==> src/rtl/adc_rd_pkg.sv <==
// Shared types for the two-byte converter reader.
package adc_rd_pkg;
    typedef enum logic [2:0] {
        ST_IDLE,
        ST_START,
        ST_WAIT_BUSY,
        ST_READ_HI,
        ST_READ_LO,
        ST_DONE
    } rd_state_t;
endpackage

==> src/rtl/adc_rd_busy_sync.sv <==
// Synchronises the converter busy flag and keeps a sticky "rose" flag.
// Assumes busy idles high; sync stages reset high so no false edge appears.
module adc_rd_busy_sync #(
    parameter int STAGES = 2
) (
    input  logic clk,
    input  logic rst_n,
    input  logic busy_i,
    input  logic clear_i,
    output logic rose_o
);
    logic [STAGES-1:0] sync_q;
    logic              last_q;
    logic              rose_q;

    // Shift the flag in, remember its last value, latch a rising edge until cleared.
    always_ff @(posedge clk) begin
        if (!rst_n) begin
            sync_q <= '1;
            last_q <= 1'b1;
            rose_q <= 1'b0;
        end else begin
            sync_q <= {sync_q[STAGES-2:0], busy_i};
            last_q <= sync_q[STAGES-1];
            if (clear_i)
                rose_q <= 1'b0;
            else if (sync_q[STAGES-1] && !last_q)
                rose_q <= 1'b1;
        end
    end

    assign rose_o = rose_q;
endmodule

==> src/rtl/adc_rd_window.sv <==
// Counts cycles since a conversion began and reports when the early-read
// window has run out. Assumes restart_i pulses once per conversion.
module adc_rd_window #(
    parameter int LIMIT = 2400
) (
    input  logic clk,
    input  logic rst_n,
    input  logic restart_i,
    output logic expired_o
);
    localparam int W = $clog2(LIMIT + 1);
    logic [W-1:0] cnt_q;

    // Saturating cycle counter, cleared at each conversion start.
    always_ff @(posedge clk) begin
        if (!rst_n)
            cnt_q <= W'(LIMIT);
        else if (restart_i)
            cnt_q <= '0;
        else if (cnt_q != W'(LIMIT))
            cnt_q <= cnt_q + 1'b1;
    end

    assign expired_o = (cnt_q == W'(LIMIT));
endmodule

==> src/rtl/adc_rd_fsm.sv <==
// Sequencer: start pulse, busy wait with timeout, two byte reads with settle,
// optional early read of the previous result. Pin levels decode the state.
module adc_rd_fsm
    import adc_rd_pkg::*;
#(
    parameter int START_LOW    = 4,
    parameter int BUSY_TIMEOUT = 65535,
    parameter int SETTLE_W     = 4,
    parameter int BYTE_W       = 8
) (
    input  logic                clk,
    input  logic                rst_n,
    input  logic                start_i,
    input  logic                early_i,
    input  logic [SETTLE_W-1:0] settle_i,
    input  logic                busy_rose_i,
    input  logic                win_expired_i,
    input  logic [BYTE_W-1:0]   bus_i,
    output logic                conv_start_o,
    output logic                rc_o,
    output logic                cs_n_o,
    output logic                byte_o,
    output logic [2*BYTE_W-1:0] result_o,
    output logic                valid_o,
    output logic                stale_o,
    output logic                timeout_o,
    output logic                abort_o
);
    localparam int CW_T  = $clog2(BUSY_TIMEOUT + 1);
    localparam int CW_S  = $clog2(START_LOW + 1);
    localparam int CW_A  = (CW_T > CW_S) ? CW_T : CW_S;
    localparam int CW    = (CW_A > SETTLE_W) ? CW_A : SETTLE_W;

    rd_state_t           state_q;
    logic [CW-1:0]       cnt_q;
    logic                early_q;
    logic                have_q;
    logic [BYTE_W-1:0]   hi_q;
    logic [2*BYTE_W-1:0] result_q;
    logic                timeout_q;
    logic                abort_q;
    logic                settled;

    assign settled      = (cnt_q == CW'(settle_i));
    assign conv_start_o = (state_q == ST_IDLE) && start_i;

    // Main sequencer: state, shared counter, byte capture and event pulses.
    always_ff @(posedge clk) begin
        if (!rst_n) begin
            state_q   <= ST_IDLE;
            cnt_q     <= '0;
            early_q   <= 1'b0;
            have_q    <= 1'b0;
            hi_q      <= '0;
            result_q  <= '0;
            timeout_q <= 1'b0;
            abort_q   <= 1'b0;
        end else begin
            timeout_q <= 1'b0;
            abort_q   <= 1'b0;
            unique case (state_q)
                ST_IDLE: begin
                    if (start_i) begin
                        state_q <= ST_START;
                        cnt_q   <= '0;
                        early_q <= early_i && have_q;
                    end
                end
                ST_START: begin
                    if (cnt_q == CW'(START_LOW - 1)) begin
                        cnt_q   <= '0;
                        state_q <= early_q ? ST_READ_HI : ST_WAIT_BUSY;
                    end else begin
                        cnt_q <= cnt_q + 1'b1;
                    end
                end
                ST_WAIT_BUSY: begin
                    if (busy_rose_i) begin
                        state_q <= ST_READ_HI;
                        cnt_q   <= '0;
                    end else if (cnt_q == CW'(BUSY_TIMEOUT - 1)) begin
                        state_q   <= ST_IDLE;
                        cnt_q     <= '0;
                        timeout_q <= 1'b1;
                    end else begin
                        cnt_q <= cnt_q + 1'b1;
                    end
                end
                ST_READ_HI, ST_READ_LO: begin
                    if (early_q && win_expired_i) begin
                        state_q <= ST_WAIT_BUSY;
                        cnt_q   <= '0;
                        early_q <= 1'b0;
                        abort_q <= 1'b1;
                    end else if (settled) begin
                        cnt_q <= '0;
                        if (state_q == ST_READ_HI) begin
                            hi_q    <= bus_i;
                            state_q <= ST_READ_LO;
                        end else begin
                            result_q <= {hi_q, bus_i};
                            state_q  <= ST_DONE;
                        end
                    end else begin
                        cnt_q <= cnt_q + 1'b1;
                    end
                end
                ST_DONE: begin
                    cnt_q <= '0;
                    if (early_q) begin
                        early_q <= 1'b0;
                        state_q <= ST_WAIT_BUSY;
                    end else begin
                        have_q  <= 1'b1;
                        state_q <= ST_IDLE;
                    end
                end
                default: state_q <= ST_IDLE;
            endcase
        end
    end

    // Pin and strobe decode from the registered state.
    always_comb begin
        rc_o    = (state_q != ST_START);
        cs_n_o  = !((state_q == ST_START) || (state_q == ST_READ_HI) ||
                    (state_q == ST_READ_LO));
        byte_o  = (state_q == ST_READ_LO);
        valid_o = (state_q == ST_DONE);
        stale_o = (state_q == ST_DONE) && early_q;
    end

    assign result_o  = result_q;
    assign timeout_o = timeout_q;
    assign abort_o   = abort_q;
endmodule

==> src/rtl/adc_byte_reader.sv <==
// Top: two-byte converter result reader. Ties busy sync, window timer and
// sequencer. Assumes the converter is strapped for parallel readout.
module adc_byte_reader #(
    parameter int CLK_MHZ      = 200,
    parameter int WINDOW_NS    = 12000,
    parameter int START_LOW    = 4,
    parameter int BUSY_TIMEOUT = 65535,
    parameter int SETTLE_W     = 4,
    parameter int SYNC_STAGES  = 2,
    parameter int BYTE_W       = 8
) (
    input  logic                clk,
    input  logic                rst_n,
    input  logic                start_i,
    input  logic                early_i,
    input  logic [SETTLE_W-1:0] settle_i,
    input  logic                adc_busy_i,
    input  logic [BYTE_W-1:0]   adc_bus_i,
    output logic                adc_rc_o,
    output logic                adc_cs_n_o,
    output logic                adc_byte_o,
    output logic [2*BYTE_W-1:0] result_o,
    output logic                valid_o,
    output logic                stale_o,
    output logic                timeout_o,
    output logic                abort_o
);
    localparam int WIN_CYCLES = CLK_MHZ * WINDOW_NS / 1000;

    logic conv_start;
    logic busy_rose;
    logic win_expired;

    adc_rd_busy_sync #(.STAGES(SYNC_STAGES)) u_busy (
        .clk     (clk),
        .rst_n   (rst_n),
        .busy_i  (adc_busy_i),
        .clear_i (conv_start),
        .rose_o  (busy_rose)
    );

    adc_rd_window #(.LIMIT(WIN_CYCLES)) u_win (
        .clk       (clk),
        .rst_n     (rst_n),
        .restart_i (conv_start),
        .expired_o (win_expired)
    );

    adc_rd_fsm #(
        .START_LOW    (START_LOW),
        .BUSY_TIMEOUT (BUSY_TIMEOUT),
        .SETTLE_W     (SETTLE_W),
        .BYTE_W       (BYTE_W)
    ) u_fsm (
        .clk           (clk),
        .rst_n         (rst_n),
        .start_i       (start_i),
        .early_i       (early_i),
        .settle_i      (settle_i),
        .busy_rose_i   (busy_rose),
        .win_expired_i (win_expired),
        .bus_i         (adc_bus_i),
        .conv_start_o  (conv_start),
        .rc_o          (adc_rc_o),
        .cs_n_o        (adc_cs_n_o),
        .byte_o        (adc_byte_o),
        .result_o      (result_o),
        .valid_o       (valid_o),
        .stale_o       (stale_o),
        .timeout_o     (timeout_o),
        .abort_o       (abort_o)
    );
endmodule

==> config.mk <==
export PLATFORM = sky130hd
export DESIGN_NAME = adc_byte_reader
export DESIGN_NICKNAME = d
export VERILOG_FILES = /design/src/rtl/adc_rd_pkg.sv /design/src/rtl/adc_rd_busy_sync.sv /design/src/rtl/adc_rd_window.sv /design/src/rtl/adc_rd_fsm.sv /design/src/rtl/adc_byte_reader.sv
export SDC_FILE = /design/constraint.sdc
export NUM_CORES = 1
export LEC_CHECK = 0
export ABC_CLOCK_PERIOD_IN_PS = 2900
export BUFFER_PORTS_ARGS = -buffer_cell sky130_fd_sc_hd__buf_2
export CAP_MARGIN = 0
export CORE_UTILIZATION = 47
export DETAILED_ROUTE_END_ITERATION = 10
export GPL_TIMING_DRIVEN = 0
export PLACE_DENSITY = 0.74
export SLEW_MARGIN = 40
export SYNTH_ARGS = -nofsm -noshare
export SYNTH_HDL_FRONTEND = slang
export SYNTH_HIERARCHICAL = 1
export SYNTH_SLANG_ARGS = --single-unit
export TNS_END_PERCENT = 50
==> constraint.sdc <==
create_clock -name clk -period 2.9 [get_ports clk]
set_clock_uncertainty 0.1 [all_clocks]
set_input_delay 0.435 -clock clk [delete_from_list [all_inputs] [get_ports clk]]
set_output_delay 0.435 -clock clk [all_outputs]
set_load 0.01 [all_outputs]
==> impl_summary.log, run 1 <==
INFO  metric outcome = finished clean
INFO  metric grt_max_degree = 14
INFO  metric startpoint_type = flip-flop
INFO  metric cts_buffer_depth = 2
INFO  metric final_nets = 417
INFO  metric synth_edf_count = 0
INFO  metric r2r_end = u_fsm/cnt_q[3]
INFO  metric fillerInstances = 558
INFO  metric finalMaxSlewViolations = 0
INFO  metric worst-endpoint-arrival = 2.86 ns
INFO  metric via_count_of_the_routed_design = approximately 2.7k
INFO  metric grt_antenna_before_repair = 0
INFO  metric ir_worst_vdd = 357 uV
INFO  metric cts_tree = built
INFO  metric first_global_vias = 2457
INFO  metric ys.warnings.count = 6
INFO  metric crit_family = simple AND/OR/NAND/NOR gates
INFO  metric cts.root.buffer_cell = sky130_fd_sc_hd__clkbuf_8
INFO  metric grt_first_pass_wirelength = approximately 11000 um
INFO  metric reg2reg_setup_slack = between 0.15 and 0.2 ns
INFO  metric path_buf_inv = 2
INFO  metric path_clk_slew = 0.07 ns
INFO  metric synth.lib_cells_used.distinct = 64
INFO  metric cts_htree_levels = 3
INFO  metric initial_utilization = 49.7%
INFO  metric crit_slowest_cell = sky130_fd_sc_hd__or4b_4
INFO  metric hold_viol_final = 0
INFO  metric synth-main-ff-cell = sky130_fd_sc_hd__dfxtp_1
INFO  metric total_number_of_clock_tree_sinks = 63
INFO  metric dp_cells = 457
INFO  metric area_of_the_placeable_core = 0.00606 mm^2
INFO  metric seq_area = 0.00126 mm^2
INFO  metric multi_input_comb_area = approximately 0.0016 mm^2
INFO  metric synth_largest_type_area_fraction = 41.8%
INFO  metric path_max_fanout = 10
INFO  metric synth_cells = 343
INFO  metric clock.fmax = about 0.37 GHz
INFO  metric antennaDiodeCount = 0
INFO  metric fin_setup_tns = 0 ns
INFO  metric rsz_0062_raised_after_global_routing = no
INFO  metric post-route-period-util = 94.0%
INFO  metric synth-seq-area-share = 41.8%
INFO  metric rows = 28
INFO  metric finalNonFillerCells = 476
INFO  metric post-route-drc-count = 0
INFO  metric critical_path_cell_count = 10
INFO  metric placement.io_buffers = 39
INFO  metric leakagePower = 1.38 nW
INFO  metric dpl_wire_length = 4780 um
INFO  metric fp.dieArea = between 0.006 and 0.007 mm^2
INFO  metric routed_via_density = 5.73
INFO  metric drt_pre_antenna_iters = 5
INFO  metric reg2regPathDepth = 10
INFO  metric relSlewSlack = 53.6%
INFO  metric timing.critical_path.cells = inv_1, ha_1, or4b_4, nor3_4, and2_2, a21oi_1, a21boi_2, o31ai_4, buf_6, nor2_1
INFO  metric timing.critical_path.to = u_fsm/cnt_q[3]
INFO  metric post_synth.cell_area_avg = 8.79 um^2
INFO  metric antenna_violating_nets_post_route = 0
INFO  metric hold_class = in2reg
INFO  metric crit_path_end_kind = flip-flop
INFO  metric layout-drive-gt1-share = 20.2%
INFO  metric initialDrtViolationCount = 145
INFO  metric floorplan.io_pins = 40
INFO  metric power_density = 675 mW/mm^2
INFO  metric area_growth_syn_to_layout = 17.5%
INFO  metric ys_top_cells_by_area = sky130_fd_sc_hd__dfxtp_1 (42%), sky130_fd_sc_hd__nand3_1 (5.1%), sky130_fd_sc_hd__xor2_1 (4.4%)
INFO  metric hold_buffers = 0
INFO  metric wire_per_inst = 14.3 um
INFO  metric max_slew.worst_pin.slew = between 0.6 and 0.7 ns
INFO  metric worst_skew_pair.late_latency = between 0.3 and 0.4 ns
INFO  metric worstSetupStartpoint = u_win/cnt_q[0]
INFO  metric timing.final.crit_period = 2.73 ns
INFO  metric synth.net_count = ~360
INFO  metric synthesis.area = about 0.0030 mm^2
INFO  metric worst-endpoint-required = 3.03 ns
INFO  metric chipWidth = approximately 82 um
INFO  metric cap_viol_max_count = 0
INFO  metric dieHeight = 82.1 um
INFO  metric total_power = 2.39 mW
INFO  metric finalSetupViolations = 0
INFO  metric route.final.wire_length = about 6800 um
INFO  metric yosys_register_bits = 63
INFO  metric track_usage = 21.4%
INFO  metric path_class = reg2reg
INFO  metric worst_r2r_startpoint = u_win/cnt_q[0]
INFO  metric globalplace.congestion = 0.867
INFO  metric tritoncts.num_buffers = 9
INFO  metric timing.critical_path.slowest_cell_delay = just over 0.5 ns
INFO  metric asyncSetResetFlopFracSynth = 0%
INFO  metric grt_remaining_overflow = 0
INFO  metric yosysTopAreaCell = sky130_fd_sc_hd__dfxtp_1
## through the flow
stage,instance area (um^2),setup WS (ns),hold WS (ns),utilization (%)
after floorplan,3010,0.302,0.286,-
after global placement,3300,-0.0225,0.293,54.5
after detailed placement,3300,-0.0879,0.297,54.5
after CTS,3510,0.0498,0.166,58.0
after global routing,3540,0.0272,0.185,58.4
final,3540,0.173,0.172,58.4
## registers in the layout, summed over array words and instances (netlist names)
| signal | cells |
|---|---|
| u_fsm/have_q | 1 |
| u_fsm/abort_o | 1 |
| u_fsm/result_o | 16 |
| u_fsm/hi_q | 8 |
| u_busy/last_q | 1 |
| u_fsm/early_q | 1 |
| u_busy/sync_q | 2 |
| u_fsm/timeout_o | 1 |
| u_fsm/state_q | 3 |
| u_fsm/cnt_q | 16 |
| u_busy/rose_o | 1 |
| u_win/cnt_q | 12 |
## Yosys cell counts (all sizes together) (2+ instances only)
library cell	instances
o21a	3
mux2i	8
dfxtp	63
o211ai	4
or4	6
and4	6
or4b	2
nand2b	5
and3	5
o21ai	23
o31ai	5
a211oi	2
inv	12
nor3b	2
nand2	32
a21boi	2
ha	4
nor2b	5
nand3	31
a21oi	9
and2	3
xnor2	5
xor2	15
nor3	4
nor4	7
clkbuf	10
nand3b	2
nand4	12
nor4b	2
nor2	30
buf	7
o211a	2
## metal layers
| layer | up-vias | wire, um | track usage (%) |
|---|---|---|---|
| met5 | - | 0 | 0 |
| met4 | 0 | 111 | 9.12 |
| met3 | 13 | 299 | 4.78 |
| met2 | 64 | 3170 | 34.0 |
| met1 | 1316 | 3210 | 27.8 |
| li1 | 1336 | - | - |
## power by group
part	total (mW)	internal, mW	switching [mW]
Sequential	0.962	0.911	0.0509
Clock	0.787	0.423	0.364
Combinational	0.640	0.265	0.376
## worst reg2reg max path: stages (launching register included)
cell and delay [ns]:
sky130_fd_sc_hd__dfxtp_1 0.36, sky130_fd_sc_hd__inv_1 0.09, sky130_fd_sc_hd__ha_1 0.15, sky130_fd_sc_hd__or4b_4 0.51, sky130_fd_sc_hd__nor3_4 0.22, sky130_fd_sc_hd__and2_2 0.26, sky130_fd_sc_hd__a21oi_1 0.07, sky130_fd_sc_hd__a21boi_2 0.22
sky130_fd_sc_hd__o31ai_4 0.39, sky130_fd_sc_hd__buf_6 0.20, sky130_fd_sc_hd__nor2_1 0.05
## repair_timing
action	CTS	global route
gates resized for setup	2	5
endpoints found under the hold margin	0	0
buffers inserted	0	3
pin swaps	0	2
setup endpoints to repair	25	25
## layout by cell type, fill, tap and decap left out, types with 5 or more instances in the layout
| master | instances |
|---|---|
| sky130_fd_sc_hd__buf_2 | 42 |
| sky130_fd_sc_hd__xor2_1 | 15 |
| sky130_fd_sc_hd__nand2b_1 | 5 |
| sky130_fd_sc_hd__clkbuf_8 | 10 |
| sky130_fd_sc_hd__a21oi_1 | 9 |
| sky130_fd_sc_hd__mux2i_1 | 8 |
| sky130_fd_sc_hd__and4_1 | 5 |
| sky130_fd_sc_hd__dfxtp_1 | 63 |
| sky130_fd_sc_hd__nor2b_1 | 5 |
| sky130_fd_sc_hd__o21ai_0 | 5 |
| sky130_fd_sc_hd__xnor2_1 | 5 |
| sky130_fd_sc_hd__nand4_1 | 11 |
| sky130_fd_sc_hd__nand3_1 | 31 |
| sky130_fd_sc_hd__nor2_1 | 30 |
| sky130_fd_sc_hd__nor4_1 | 5 |
| sky130_fd_sc_hd__o21ai_1 | 18 |
| sky130_fd_sc_hd__nand2_1 | 32 |
| sky130_fd_sc_hd__or4_1 | 5 |
| sky130_fd_sc_hd__clkbuf_1 | 8 |
| sky130_fd_sc_hd__and3_1 | 5 |
| sky130_fd_sc_hd__inv_1 | 12 |
## kinds of logic (layout without fill, tap and decap cells)
| group | after synthesis | count (layout) | synth area share (%) |
|---|---|---|---|
| DFF | 63 | 63 | 41.8 |
| AOI/OAI and AO/OA | 58 | 58 | 13.2 |
| and+or+nand+nor | 161 | 161 | 30.4 |
| buffers and inverters | 29 | 87 | 4.36 |
| adders and majority gates | 4 | 4 | 1.66 |
| xor gates and xnor gates | 20 | 20 | 5.81 |
| muxes | 8 | 8 | 2.66 |
## final cells by class
class | instances | area share, %
clock buffers | 10 | 3.89
clock inverters | 6 | 1.91
well taps | 75 | 2.65
multi-input cells | 251 | 46.0
inverters | 12 | 1.27
repair buffers | 42 | 6.15
flip-flops and latches | 63 | 35.6
plain buffers | 17 | 2.51
## how the worst min path moves through the flow
stage | start | to | slack, ns | cells after the start
CTS | adc_busy_i | u_busy/sync_q[0] | 0.17 | 2
detailed placement | u_busy/sync_q[0] | u_busy/sync_q[1] | 0.30 | 1
finish | adc_busy_i | u_busy/sync_q[0] | 0.17 | 2
floorplan | u_busy/sync_q[0] | u_busy/sync_q[1] | 0.29 | 1
global route | adc_busy_i | u_busy/sync_q[0] | 0.18 | 2
global placement | u_busy/sync_q[0] | u_busy/sync_q[1] | 0.29 | 1
(Power assumes the default switching activity.)
==> run 2: changes to the inputs <==
- CORE_ASPECT_RATIO: unset -> 2
==> impl_summary.log, run 2 (synthesis gave the netlist of run 1 again) <==
INFO  metric cts_tree = built
INFO  metric relSlewSlack = 52.4% (-1.2 points)
INFO  metric layout.cells.most_common = sky130_fd_sc_hd__dfxtp_1
INFO  metric route.final.wire_length = 7210 um (+6.0%)
INFO  metric antennaDiodeCount = 0 (unchanged)
INFO  metric finalCoreUtilization = 58.3% (-0.13 points)
INFO  metric worst-endpoint-required = 3.02 ns (about the same)
INFO  metric cts.root.buffer_cell = sky130_fd_sc_hd__clkbuf_16
INFO  metric worst_r2r_startpoint = u_win/cnt_q[0]
INFO  metric timing.final.crit_period = 2.71 ns (-0.0186 ns)
INFO  metric max_slew.worst_pin.slew = 0.711 ns (+0.0177 ns)
INFO  metric worstSetupStartpoint = u_win/cnt_q[0]
INFO  metric cts_htree_levels = 3 (unchanged)
INFO  metric wire_per_inst = 14.8 um (+3.9%)
INFO  metric hold_viol_final = 0 (unchanged)
INFO  metric antenna_violating_nets_post_route = 0 (unchanged)
INFO  metric total_number_of_clock_tree_sinks = 63 (unchanged)
INFO  metric seq_power_share = 35.9% (-4.4 points)
INFO  metric path_class = reg2reg
INFO  metric fin_setup_tns = 0 ns (unchanged)
INFO  metric post-route-drc-count = 0 (unchanged)
INFO  metric outcome = finished clean
INFO  metric timing.critical_path.cells = inv_1, ha_1, or4b_4, nor3_4, and2_2, a21oi_1, a21boi_2, o31ai_4, buf_6, nor2_1
INFO  metric grt_first_pass_wirelength = 11500 um (+4.9%)
INFO  metric cts_buffer_depth = 2 (unchanged)
INFO  metric final_design_area_no_fill = 0.00365 mm^2 (+3.0%)
INFO  metric globalplace.congestion = 0.845 (-2.5%)
INFO  metric dpl_wire_length = 5290 um (+11%)
INFO  metric postPlaceCellArea = 0.00332 mm^2 (+0.42%)
INFO  metric track_usage = 22.8% (+1.4 points)
INFO  metric grt_antenna_before_repair = 0 (unchanged)
INFO  metric initial_utilization = 48.2% (-1.6 points)
INFO  metric power_frac_comb = 23.4% (-3.4 points)
INFO  metric hold_class = in2reg
INFO  metric hp-start = adc_busy_i
INFO  metric worst_skew_pair.late_latency = 0.33 ns (about the same)
INFO  metric power_density = 738 mW/mm^2 (+9.4%)
INFO  metric floorplan.io_pins = 40 (unchanged)
INFO  metric first_global_vias = 2538 (+3.3%)
INFO  metric final_nets = 416 (-0.24%)
INFO  metric area_of_the_placeable_core = 0.00626 mm^2 (+3.3%)
INFO  metric rsz_0062_raised_after_global_routing = no
INFO  metric finalMaxSlewViolations = 0 (unchanged)
INFO  metric ir_worst_vdd = 356 uV (-0.20%)
INFO  metric grt_remaining_overflow = 0 (unchanged)
INFO  metric startpoint_type = flip-flop
INFO  metric path_max_fanout = 10 (unchanged)
INFO  metric path_clk_slew = 0.05 ns (-0.02 ns)
INFO  metric fp.dieArea = 0.00676 mm^2 (+0.29%)
INFO  metric power.net_switching = 816 uW (+3.2%)
INFO  metric power.internal = 1.88 mW (+17%)
INFO  metric clock.fmax = 0.369 GHz (+0.69%)
INFO  metric share_clk_of_total_power = 40.7% (+7.8 points)
INFO  metric dieHeight = 115 um (+40%)
INFO  metric cap_viol_max_count = 0 (unchanged)
INFO  metric finalSetupViolations = 0 (unchanged)
INFO  metric leakagePower = 1.42 nW (+3.0%)
INFO  metric fillerInstances = 596 (+6.8%)
INFO  metric grt_max_degree = 14 (unchanged)
INFO  metric layout-drive-gt1-share = 19.5% (-0.70 points)
INFO  metric crit_path_end_kind = flip-flop
INFO  metric area_growth_syn_to_layout = 21.0%
INFO  metric initialDrtViolationCount = 136 (-6.2%)
INFO  metric crit_slowest_cell = sky130_fd_sc_hd__or4b_4
INFO  metric dp_cells = 468 (+2.4%)
INFO  metric post-route-period-util = 93.4% (-0.64 points)
INFO  metric hold_buffers = 0 (unchanged)
INFO  metric timing.critical_path.slowest_cell_delay = 0.51 ns (about the same)
INFO  metric finalNonFillerCells = 486 (+2.1%)
INFO  metric placement.io_buffers = 39 (unchanged)
INFO  metric tritoncts.num_buffers = 9 (unchanged)
INFO  metric routed_via_density = 5.58 (-2.7%)
INFO  metric swShare = 30.3% (-2.8 points)
INFO  metric leading_cell_types_in_the_layout_fill_and_taps_excluded = sky130_fd_sc_hd__dfxtp_1 (63), sky130_fd_sc_hd__buf_2 (42), sky130_fd_sc_hd__nand2_1 (32)
INFO  metric chipWidth = 58.6 um (-29%)
INFO  metric drt_pre_antenna_iters = 6 (+1)
INFO  metric worst-endpoint-arrival = 2.83 ns (-0.03 ns)
INFO  metric rows = 41 (+46%)
INFO  metric via_count_of_the_routed_design = 2711 (-0.66%)
-- run 2: cell count changes in the layout (fill, tap and decap cells not counted) --
cell / delta
sky130_fd_sc_hd__clkbuf_16: +9
sky130_fd_sc_hd__clkbuf_8: -8
sky130_fd_sc_hd__clkbuf_1: +2
sky130_fd_sc_hd__clkbuf_2: -2
sky130_fd_sc_hd__buf_4: -1
sky130_fd_sc_hd__clkinv_2: +1
sky130_fd_sc_hd__clkinvlp_4: -1
sky130_fd_sc_hd__inv_6: -1
-- run 2: through the flow --
stage                     hold WS (ns)  setup WS, ns  power [mW]
after floorplan                  0.286         0.302        1.43
after global placement           0.288       -0.0555        1.56
after detailed placement         0.303        -0.110        1.58
after CTS                        0.174        0.0397        2.69
after global routing             0.213        0.0399        2.82
final                            0.177         0.192        2.69
-- run 2: cell type report --
type / count / area [um^2] / share of cell area [%]
multi-input cells: 251 / 1630 / 44.7
flip-flops and latches: 63 / 1260 / 34.6
clock buffers: 11 / 253 / 6.93
well taps: 86 / 108 / 2.95
plain buffers: 17 / 86.3 / 2.37
inverters: 12 / 45.0 / 1.23
repair buffers: 41 / 210 / 5.76
clock inverters: 5 / 56.3 / 1.54
-- run 2: path summary, 6_finish.rpt --
kind | to | slack (ns) | cells after the start
max | u_fsm/cnt_q[9] | 0.19 | 10
min | u_busy/sync_q[0] | 0.18 | 2
min reg2reg | u_busy/sync_q[1] | 0.31 | 1
max reg2reg | u_fsm/cnt_q[9] | 0.19 | 10
-- run 2: timing repair --
item,4_1_cts,5_1_grt
pin swaps,0,2
endpoints found under the hold margin,0,0
resized for setup,2,1
endpoints found under the setup margin,18,25
setup buffers,0,2
-- run 2: worst max-delay path, delay by kind of cell, from the launching register on --
kind                     cells  cell delay, ns
buffers and inverters        2            0.28
adder cells (fa/ha/maj)      1            0.16
AO/OA/AOI/OAI                3            0.64
AND/OR/NAND/NOR              4            1.07
flip-flops                   1            0.35
-- run 2: power by group through the flow --
stage	Sequential (mW)	Clock (mW)	Combinational, mW
2_1_floorplan	0.968	0	0.463
3_3_place_gp	0.979	0	0.586
3_5_place_dp	0.982	0	0.602
4_1_cts	0.964	1.11	0.615
5_1_grt	0.970	1.16	0.689
6_report	0.966	1.10	0.630
-- run 2: routing by layer --
layer	part of all wire, %	track usage [%]
met5	0	0
met4	2.5	12.1
met3	2.9	5.51
met2	56	43.4
met1	38	21.4
